<file path="src/rtl/wdt_timer.sv">
module wdt_timer #(
  parameter int SEL0_DIV = 2,
  parameter int BASE_DIV = 32,
  parameter int EN_BIT   = 5,
  parameter logic [7:0] KEY_CTRL = 8'hA5,
  parameter logic [7:0] KEY_CNT  = 8'h5A
) (
  input  logic        clk,
  input  logic        rst_n,
  input  logic        wr_en,
  input  logic [15:0] wr_data,
  input  logic [7:0]  prio_cfg,
  input  logic [7:0]  vec_cfg,
  output logic [7:0]  ctrl_q,
  output logic [7:0]  count_q,
  output logic        irq,
  output logic [3:0]  irq_level,
  output logic [6:0]  irq_vector
);
  localparam int PRE_W = $clog2(BASE_DIV << 7) + 1;

  logic [PRE_W-1:0] acc_q;
  logic [PRE_W-1:0] acc_inc;
  logic [PRE_W-1:0] period;
  logic             ctrl_wr, cnt_wr, running, tick, wrap;

  assign ctrl_wr = wr_en && (wr_data[15:8] == KEY_CTRL);
  assign cnt_wr  = wr_en && (wr_data[15:8] == KEY_CNT);
  assign running = ctrl_q[EN_BIT];
  assign acc_inc = acc_q + 1'b1;
  assign period  = (ctrl_q[2:0] == 3'd0) ? PRE_W'(SEL0_DIV)
                                         : PRE_W'(BASE_DIV) << ctrl_q[2:0];
  assign tick    = running && !ctrl_wr && (acc_inc == period);
  assign wrap    = tick && !cnt_wr && (count_q == 8'hFF);

  always_ff @(posedge clk or negedge rst_n) begin
    if (!rst_n) begin
      ctrl_q <= '0;
      acc_q  <= '0;
    end else if (ctrl_wr) begin
      ctrl_q <= wr_data[7:0];
      acc_q  <= '0;
    end else if (running) begin
      acc_q  <= tick ? '0 : acc_inc;
    end
  end

  always_ff @(posedge clk or negedge rst_n) begin
    if (!rst_n)      count_q <= '0;
    else if (cnt_wr) count_q <= wr_data[7:0];
    else if (tick)   count_q <= count_q + 8'd1;
  end

  always_ff @(posedge clk or negedge rst_n) begin
    if (!rst_n) begin
      irq        <= 1'b0;
      irq_level  <= '0;
      irq_vector <= '0;
    end else begin
      irq <= wrap;
      if (wrap) begin
        irq_level  <= prio_cfg[7:4];
        irq_vector <= vec_cfg[6:0];
      end
    end
  end
endmodule

</file>
<file path="config.mk">
export PLATFORM = sky130hd
export DESIGN_NAME = wdt_timer
export DESIGN_NICKNAME = d
export VERILOG_FILES = /design/src/rtl/wdt_timer.sv
export SDC_FILE = /design/constraint.sdc
export NUM_CORES = 1
export LEC_CHECK = 0
export BUFFER_PORTS_ARGS = -buffer_cell sky130_fd_sc_hd__buf_2
export CORE_MARGIN = 2
export CORE_UTILIZATION = 35
export CTS_CLUSTER_DIAMETER = 50
export DETAILED_ROUTE_END_ITERATION = 8
export SLEW_MARGIN = 30
export SYNTH_ARGS = -nofsm -noshare
export SYNTH_HDL_FRONTEND = slang
export SYNTH_SLANG_ARGS = --single-unit
</file>
<file path="constraint.sdc">
create_clock -name clk -period 3.8 [get_ports clk]
set_input_delay 0.76 -clock clk [delete_from_list [all_inputs] [get_ports clk]]
set_output_delay 0.76 -clock clk [all_outputs]
set_load 0.05 [all_outputs]
</file>
==> impl_metrics.json, run 1 <==
{
  "yosys-top-cells-count": "dfrtp_1, nand2_1, nand3_1, nor2_1, nor3_1",
  "numPlacedInstances": 387,
  "cts_tree": "yes",
  "crit-reg2reg-capture": "irq_level[1]",
  "fin_area_um2": 2950,
  "slew_headroom_pct": 40.4,
  "dr.pass1.iters": 4,
  "rrSetupSlack_ns": 0.55,
  "wirelength_um": 5560,
  "drt_iter0_drc": 151,
  "postSynthAreaPerCell_um2": 9.96,
  "clk_pin_slew_worst_paths_ns": 0.08,
  "cts_sinks": 41,
  "ys_warn_count": 0,
  "internal_power_mw": 0.729,
  "synthToLayoutAreaGrowth_pct": 19.5,
  "setup_slack_ns": 0.546,
  "wl_per_cell_um": 14.1,
  "io_pins": 63,
  "htreeDepth": 2,
  "maxCapViolations": 0,
  "yosys.area.top_type": "dfrtp_1",
  "detail-route-antenna-nets": 0,
  "crit_type": "reg2reg",
  "synthArstFlopShare_pct": 100,
  "yosys-top-cells-area": "dfrtp_1, mux2_4, nand2_1, mux2_2, xnor2_1",
  "yosysMostFrequentCell": "dfrtp_1",
  "fin_tns_setup_ns": 0,
  "fin_crit_ns": 3.25,
  "n_fill_cell": 658,
  "synth_edf_count": 0,
  "fin_crit_sh_pct": 85.6,
  "synth_top_cell_area_share_pct": 41.5,
  "seqPwrFrac_pct": 48.5,
  "hold_viol_final": 0,
  "irDropWorstVdd_uv": 139,
  "grt_pass1_wl_um": 9360,
  "numCtsBuffers": 5,
  "clk_path_buf_depth": 2,
  "startpoint_type": "flip-flop",
  "cp.required_ns": 3.98,
  "place_worst_setup_slack_ns": 0.548,
  "critPathMaxFanout": 11,
  "final-max-slew-violation-count": 0,
  "switching_share_pct": 28.2,
  "io_buffers": 57,
  "dieWidth_um": 88.0,
  "gp_congestion": 0.814,
  "hold_class": "in2async",
  "core_um2": 6790,
  "syn_nets": 285,
  "grt_remaining_overflow": 0,
  "hpwl_um": 3930,
  "die_h_um": 88.0,
  "grt_max_degree": 42,
  "fin_skew_ns": 0.00874,
  "diodes": 0,
  "cts_root_buf": "clkbuf_8",
  "rsz0062_at_grt": "false",
  "p_sw_mw": 0.286,
  "num_rows": 30,
  "finalSetupViolations": 0,
  "fmax_mhz": 307,
  "synthCells": 248,
  "cts_post_setup_buffers_inserted": 0,
  "arrival_ns": 3.44,
  "status": "completed",
  "start_util_pct": 36.4,
  "ctsHoldBuffers": 0,
  "cts_resized": 0,
  "antenna_found_initial": 0,
  "comb_power_share_pct": 14.8,
  "fin_nets": 335,
  "yosysUniqueCellTypes": 55,
  "r2r_cells": 8,
  "grt_pass1_vias": 1910,
  "syn_area_um2": 2470,
  "post-route-drc-count": 0,
  "via_per_inst": 5.28,
  "insertion_delay_ns": 0.29,
  "dpl-instance-area_um2": 2830,
  "grt_usage_pct": 15.2,
  "vias": 2087,
  "total_leakage_power_nw": 1.41,
  "stdcell_count": 395,
  "synth_seq_cells": 41,
  "powerDensity_nw_per_um2": 344,
  "dieArea_um2": 7740,
  "endpoint_kind": "flip-flop",
  "ys_seq_area_share_pct": 41.5,
  "drive_gt1_share_pct": 32.4,
  "r2r_start": "acc_q[0]",
  "synth-main-ff-cell": "dfrtp_1",
  "p_clk_share_pct": 36.6,
  "worst_pin_slew_ns": 0.891
}
final cells by class:
cell class	instances	area, µm²	share of cell area (%)
clock buffer	6	82.6	2.80
timing repair buffer	62	325	11.0
sequential	41	1030	34.8
tap	96	120	4.07
inverter	3	11.3	0.382
clock inverter	2	37.5	1.27
multi-input combinational	185	1350	45.7
flip-flops by register name, indices dropped and copies added, names as in the netlist:
signal	flops
ctrl_q	8
irq_level	4
acc_q	13
count_q	8
irq	1
irq_vector	7
worst max-delay path, cell delays in order (launching register included):
cell	delay, ns
dfrtp_1	0.49
ha_1	0.29
nand3_2	0.16
or4_4	0.56
a2111oi_2	0.30
a41oi_1	0.12
or3_1	0.43
or3_4	0.45
mux2_4	0.33
logic make-up (layout without fill, tap and decap cells):
logic type / after synthesis / count (layout) / synth area share, %
simple gates: 111 / 111 / 24.9
compound gates: 42 / 42 / 13.5
flops: 41 / 41 / 41.5
buf+inv: 22 / 73 / 4.41
mux: 19 / 19 / 10.1
xor+xnor: 11 / 11 / 4.46
fa+ha+maj: 2 / 2 / 1.01
routing by layer:
| layer | global-route usage (%) | wire length, µm | vias to the layer above |
|---|---|---|---|
| li1 | - | - | 1020 |
| met3 | 3.11 | 209 | 5 |
| met4 | 4.34 | 42 | 0 |
| met5 | 0 | 0 | - |
| met2 | 23.4 | 2630 | 43 |
| met1 | 21.5 | 2680 | 1019 |
through the flow:
stage               utilization (%)  total power, mW  hold slack (ns)
finish                         43.4             1.02            0.447
global route                   43.4             1.07            0.487
CTS                            43.4             1.03            0.510
detailed placement             41.6            0.653            0.487
global placement               41.6            0.649            0.483
floorplan                         -            0.597            0.464
power by group through the flow:
stage	Combinational (mW)	Clock, mW	Sequential (mW)
floorplan	0.0787	0	0.518
global placement	0.149	0	0.500
detailed placement	0.152	0	0.501
CTS	0.153	0.385	0.492
global route	0.168	0.402	0.498
finish	0.151	0.372	0.493
how the worst max path moves through the flow:
stage          startpoint            end  slack (ns)
4_1_cts          acc_q[0]   irq_level[1]        0.54
3_5_place_dp     acc_q[0]   irq_level[1]        0.55
3_3_place_gp     acc_q[0]  irq_vector[5]        0.60
6_report         acc_q[0]   irq_level[1]        0.55
2_1_floorplan    acc_q[0]   irq_level[0]        0.66
5_1_grt          acc_q[0]   irq_level[1]        0.36
placed cells by master (no fill, tap or decap), types with 7 or more instances in the layout:
cell type,instances
nor3_1,11
buf_2,56
nand3_1,12
xnor2_1,7
nor2_1,12
nand2_1,33
mux2_4,10
mux2_2,8
dfrtp_1,41
(Power assumes the default switching activity.)
==> run 2: changes to the inputs <==
--- a/config.mk
+++ b/config.mk
@@ -5,6 +5,7 @@
 export SDC_FILE = /design/constraint.sdc
 export NUM_CORES = 1
 export LEC_CHECK = 0
+export ABC_AREA = 1
 export BUFFER_PORTS_ARGS = -buffer_cell sky130_fd_sc_hd__buf_2
 export CORE_MARGIN = 2
 export CORE_UTILIZATION = 35
==> run 2 against run 1 <==
Against the previous run:
- final cell count rose by 18%
- count of clock-buffer cells in the layout unchanged
- flip-flop and latch count unchanged
- cell area is 3.2% lower
- clock power down 25%
- sequential share of layout area increased by 1.1 points
- clock skew is 0.0067 ns lower
- utilization fell by 1.1 points
- global-route usage is 0.42 points higher
- wire length shrank 1.3%
- via count grew 9.2%
==> impl_metrics.json, run 2 <==
{
  "total_leakage_power_nw": 1.63,
  "final_common_cell": "nand2_1",
  "ys_warn_count": 0,
  "final-max-slew-violation-count": 0,
  "comb_power_share_pct": 25.5,
  "yosys-top-cells-area": "dfrtp_1, nand2_1, nand3_1, inv_1, o21ai_0",
  "timing.hold.ws_ns": 0.433,
  "switching_share_pct": 35.2,
  "multi_input_area_um2": 1200,
  "r2r_start": "acc_q[0]",
  "syn_area_um2": 2430,
  "internal_power_mw": 0.677,
  "antenna_found_initial": 0,
  "irDropWorstVdd_uv": 225,
  "grt_usage_pct": 15.6,
  "endpoint_kind": "flip-flop",
  "cts_post_setup_buffers_inserted": 0,
  "status": "completed",
  "diodes": 0,
  "cp_cell_sequence": "buf_2 -> inv_1 -> nand2_1 -> nor3b_1 -> nand3_1 -> nand2_1 -> inv_1 -> nand3_1 -> nand2_1 -> inv_1 -> nand2_1 -> nand2_1",
  "die_h_um": 87.3,
  "worst_pin_slew_ns": 0.527,
  "fin_crit_ns": 2.60,
  "startpoint_type": "input port",
  "grt_remaining_overflow": 0,
  "hold_class": "in2async",
  "yosysMostFrequentCell": "nand2_1",
  "drt_iter0_drc": 90,
  "final_cell_mix": "nand2_1, buf_2, nand3_1, dfrtp_1, inv_1",
  "fin_util_pct": 42.3,
  "regArea_um2": 1030,
  "rsz0062_at_grt": "false",
  "clk_pin_slew_worst_paths_ns": 0.08,
  "ys_seq_area_share_pct": 42.2,
  "numCtsBuffers": 5,
  "synth_seq_cells": 41,
  "dieWidth_um": 87.3,
  "largest_register_ffs": 13,
  "yosys-top-cells-count": "nand2_1, nand3_1, dfrtp_1",
  "htreeDepth": 2,
  "fin_tns_setup_ns": 0,
  "cts_resized": 0,
  "crit_type": "in2reg",
  "hold_viol_final": 0,
  "synthArstFlopShare_pct": 100,
  "fin_crit_sh_pct": 68.5,
  "io_pins": 63,
  "cpMostUsedCell": "nand2_1",
  "regMostFlops": "acc_q",
  "dr.pass1.iters": 4,
  "io_buffers": 57,
  "num_rows": 30,
  "clk_path_buf_depth": 2,
  "core_um2": 6760,
  "post-route-drc-count": 0,
  "cts_sinks": 41,
  "via_per_inst": 4.87,
  "synthCells": 330,
  "arrival_ns": 2.83,
  "cts_root_buf": "clkbuf_8",
  "wl_per_cell_um": 11.7,
  "vias": 2280,
  "fmax_mhz": 384,
  "slowest_stage": "nand3_1",
  "startpoint": "wr_data[11]",
  "wirelength_um": 5480,
  "cts_tree": "yes",
  "drive_gt1_share_pct": 23.2,
  "powerDensity_nw_per_um2": 366,
  "cp.required_ns": 4.03,
  "maxCapViolations": 0,
  "finalSetupViolations": 0,
  "grt_pass1_wl_um": 9450,
  "grt_pass1_vias": 2082,
  "grt_max_degree": 42,
  "gp_congestion": 0.819,
  "p_sw_mw": 0.367,
  "detail-route-antenna-nets": 0,
  "yosysUniqueCellTypes": 28,
  "fin_skew_ns": 0.00205,
  "synth_edf_count": 0,
  "synthToLayoutAreaGrowth_pct": 17.6,
  "hpwl_um": 4150,
  "postSynthAreaPerCell_um2": 7.36,
  "n_fill_cell": 722,
  "slew_headroom_pct": 64.9,
  "seqPwrFrac_pct": 47.8,
  "critPathMaxFanout": 11,
  "dieArea_um2": 7620,
  "ctsHoldBuffers": 0,
  "yosys.area.top_type": "dfrtp_1",
  "synth-main-ff-cell": "dfrtp_1",
  "reg_top3": "acc_q: 13 flops, count_q: 8 flops, ctrl_q: 8 flops",
  "critPathMaxStageDelay_ns": 0.38,
  "insertion_delay_ns": 0.29,
  "synth_top_cell_area_share_pct": 42.2,
  "fin_nets": 424,
  "start_util_pct": 35.9,
  "p_clk_share_pct": 26.8,
  "syn_nets": 367
}
[run 2: changes by cell type in the layout (fill, tap and decap cells not counted), sizes merged, moves of 5 or more]
cell | previous run | this run
nor3 | 11 | 3
o22ai | 1 | 8
mux2 | 18 | 6
inv | 3 | 42
nand3 | 13 | 43
nor2 | 12 | 20
nand2 | 33 | 125
a21oi | 5 | 0
o21ai | 2 | 19
buf | 62 | 57
o211ai | 5 | 0
xnor2 | 7 | 2
a221o | 5 | 0
[run 2: final cells by class]
class / count / area share, %
inverter: 42 / 5.52
multi-input combinational: 240 / 42.1
sequential: 41 / 35.9
tap: 80 / 3.50
clock buffer: 6 / 2.54
clock inverter: 2 / 0.350
timing repair buffer: 57 / 10.1
[run 2: worst paths after layout]
kind / end / slack, ns / depth (start not counted)
max: count_q[1] / 1.20 / 12
min: acc_q[7] / 0.43 / 1
max reg2reg: count_q[1] / 1.37 / 14
min reg2reg: irq_level[2] / 0.48 / 2
max in group asynchronous: irq_vector[6] / 2.99 / 1
min in group clk: irq_level[2] / 0.48 / 2
[run 2: metrics by stage]
step                      area (µm²)  power, mW  cells  setup WS, ns
after floorplan                 2430      0.698    330          1.82
after global placement          2770      0.770    460         0.939
after detailed placement        2770      0.774    460         0.866
after CTS                       2850       1.05    468          1.18
after global routing            2860       1.11    468         0.875
final                           2860       1.04    468          1.20
[run 2: layer usage]
layer	vias up	GRT usage, %	wire, µm
li1	1168	-	-
met1	1062	20.6	2580
met2	48	25.8	2620
met3	2	3.60	254
met4	0	3.64	24
met5	-	0	0
[run 2: worst max-delay path: cells and delay by family]
family	cells	cell delay, ns
buffers and inverters	4	0.60
and+or+nand+nor	8	1.47
[run 2: kinds of logic (layout without fill, tap and decap cells)]
kind of cell,count (synthesis),after routing,share of synthesized area [%]
and+or+nand+nor,197,197,36.1
buffers and inverters,49,107,8.24
DFF,41,41,42.2
AOI/OAI and AO/OA,27,27,6.13
xor gates and xnor gates,8,8,3.45
muxes,6,6,2.78
adders and majority gates,2,2,1.03
[run 2: power groups by stage]
stage          clock network (mW)  registers [mW]  logic, mW
2_1_floorplan                   0           0.570      0.129
4_1_cts                     0.288           0.499      0.268
6_report                    0.280           0.499      0.266
3_5_place_dp                    0           0.507      0.267
5_1_grt                     0.309           0.504      0.300
3_3_place_gp                    0           0.506      0.263
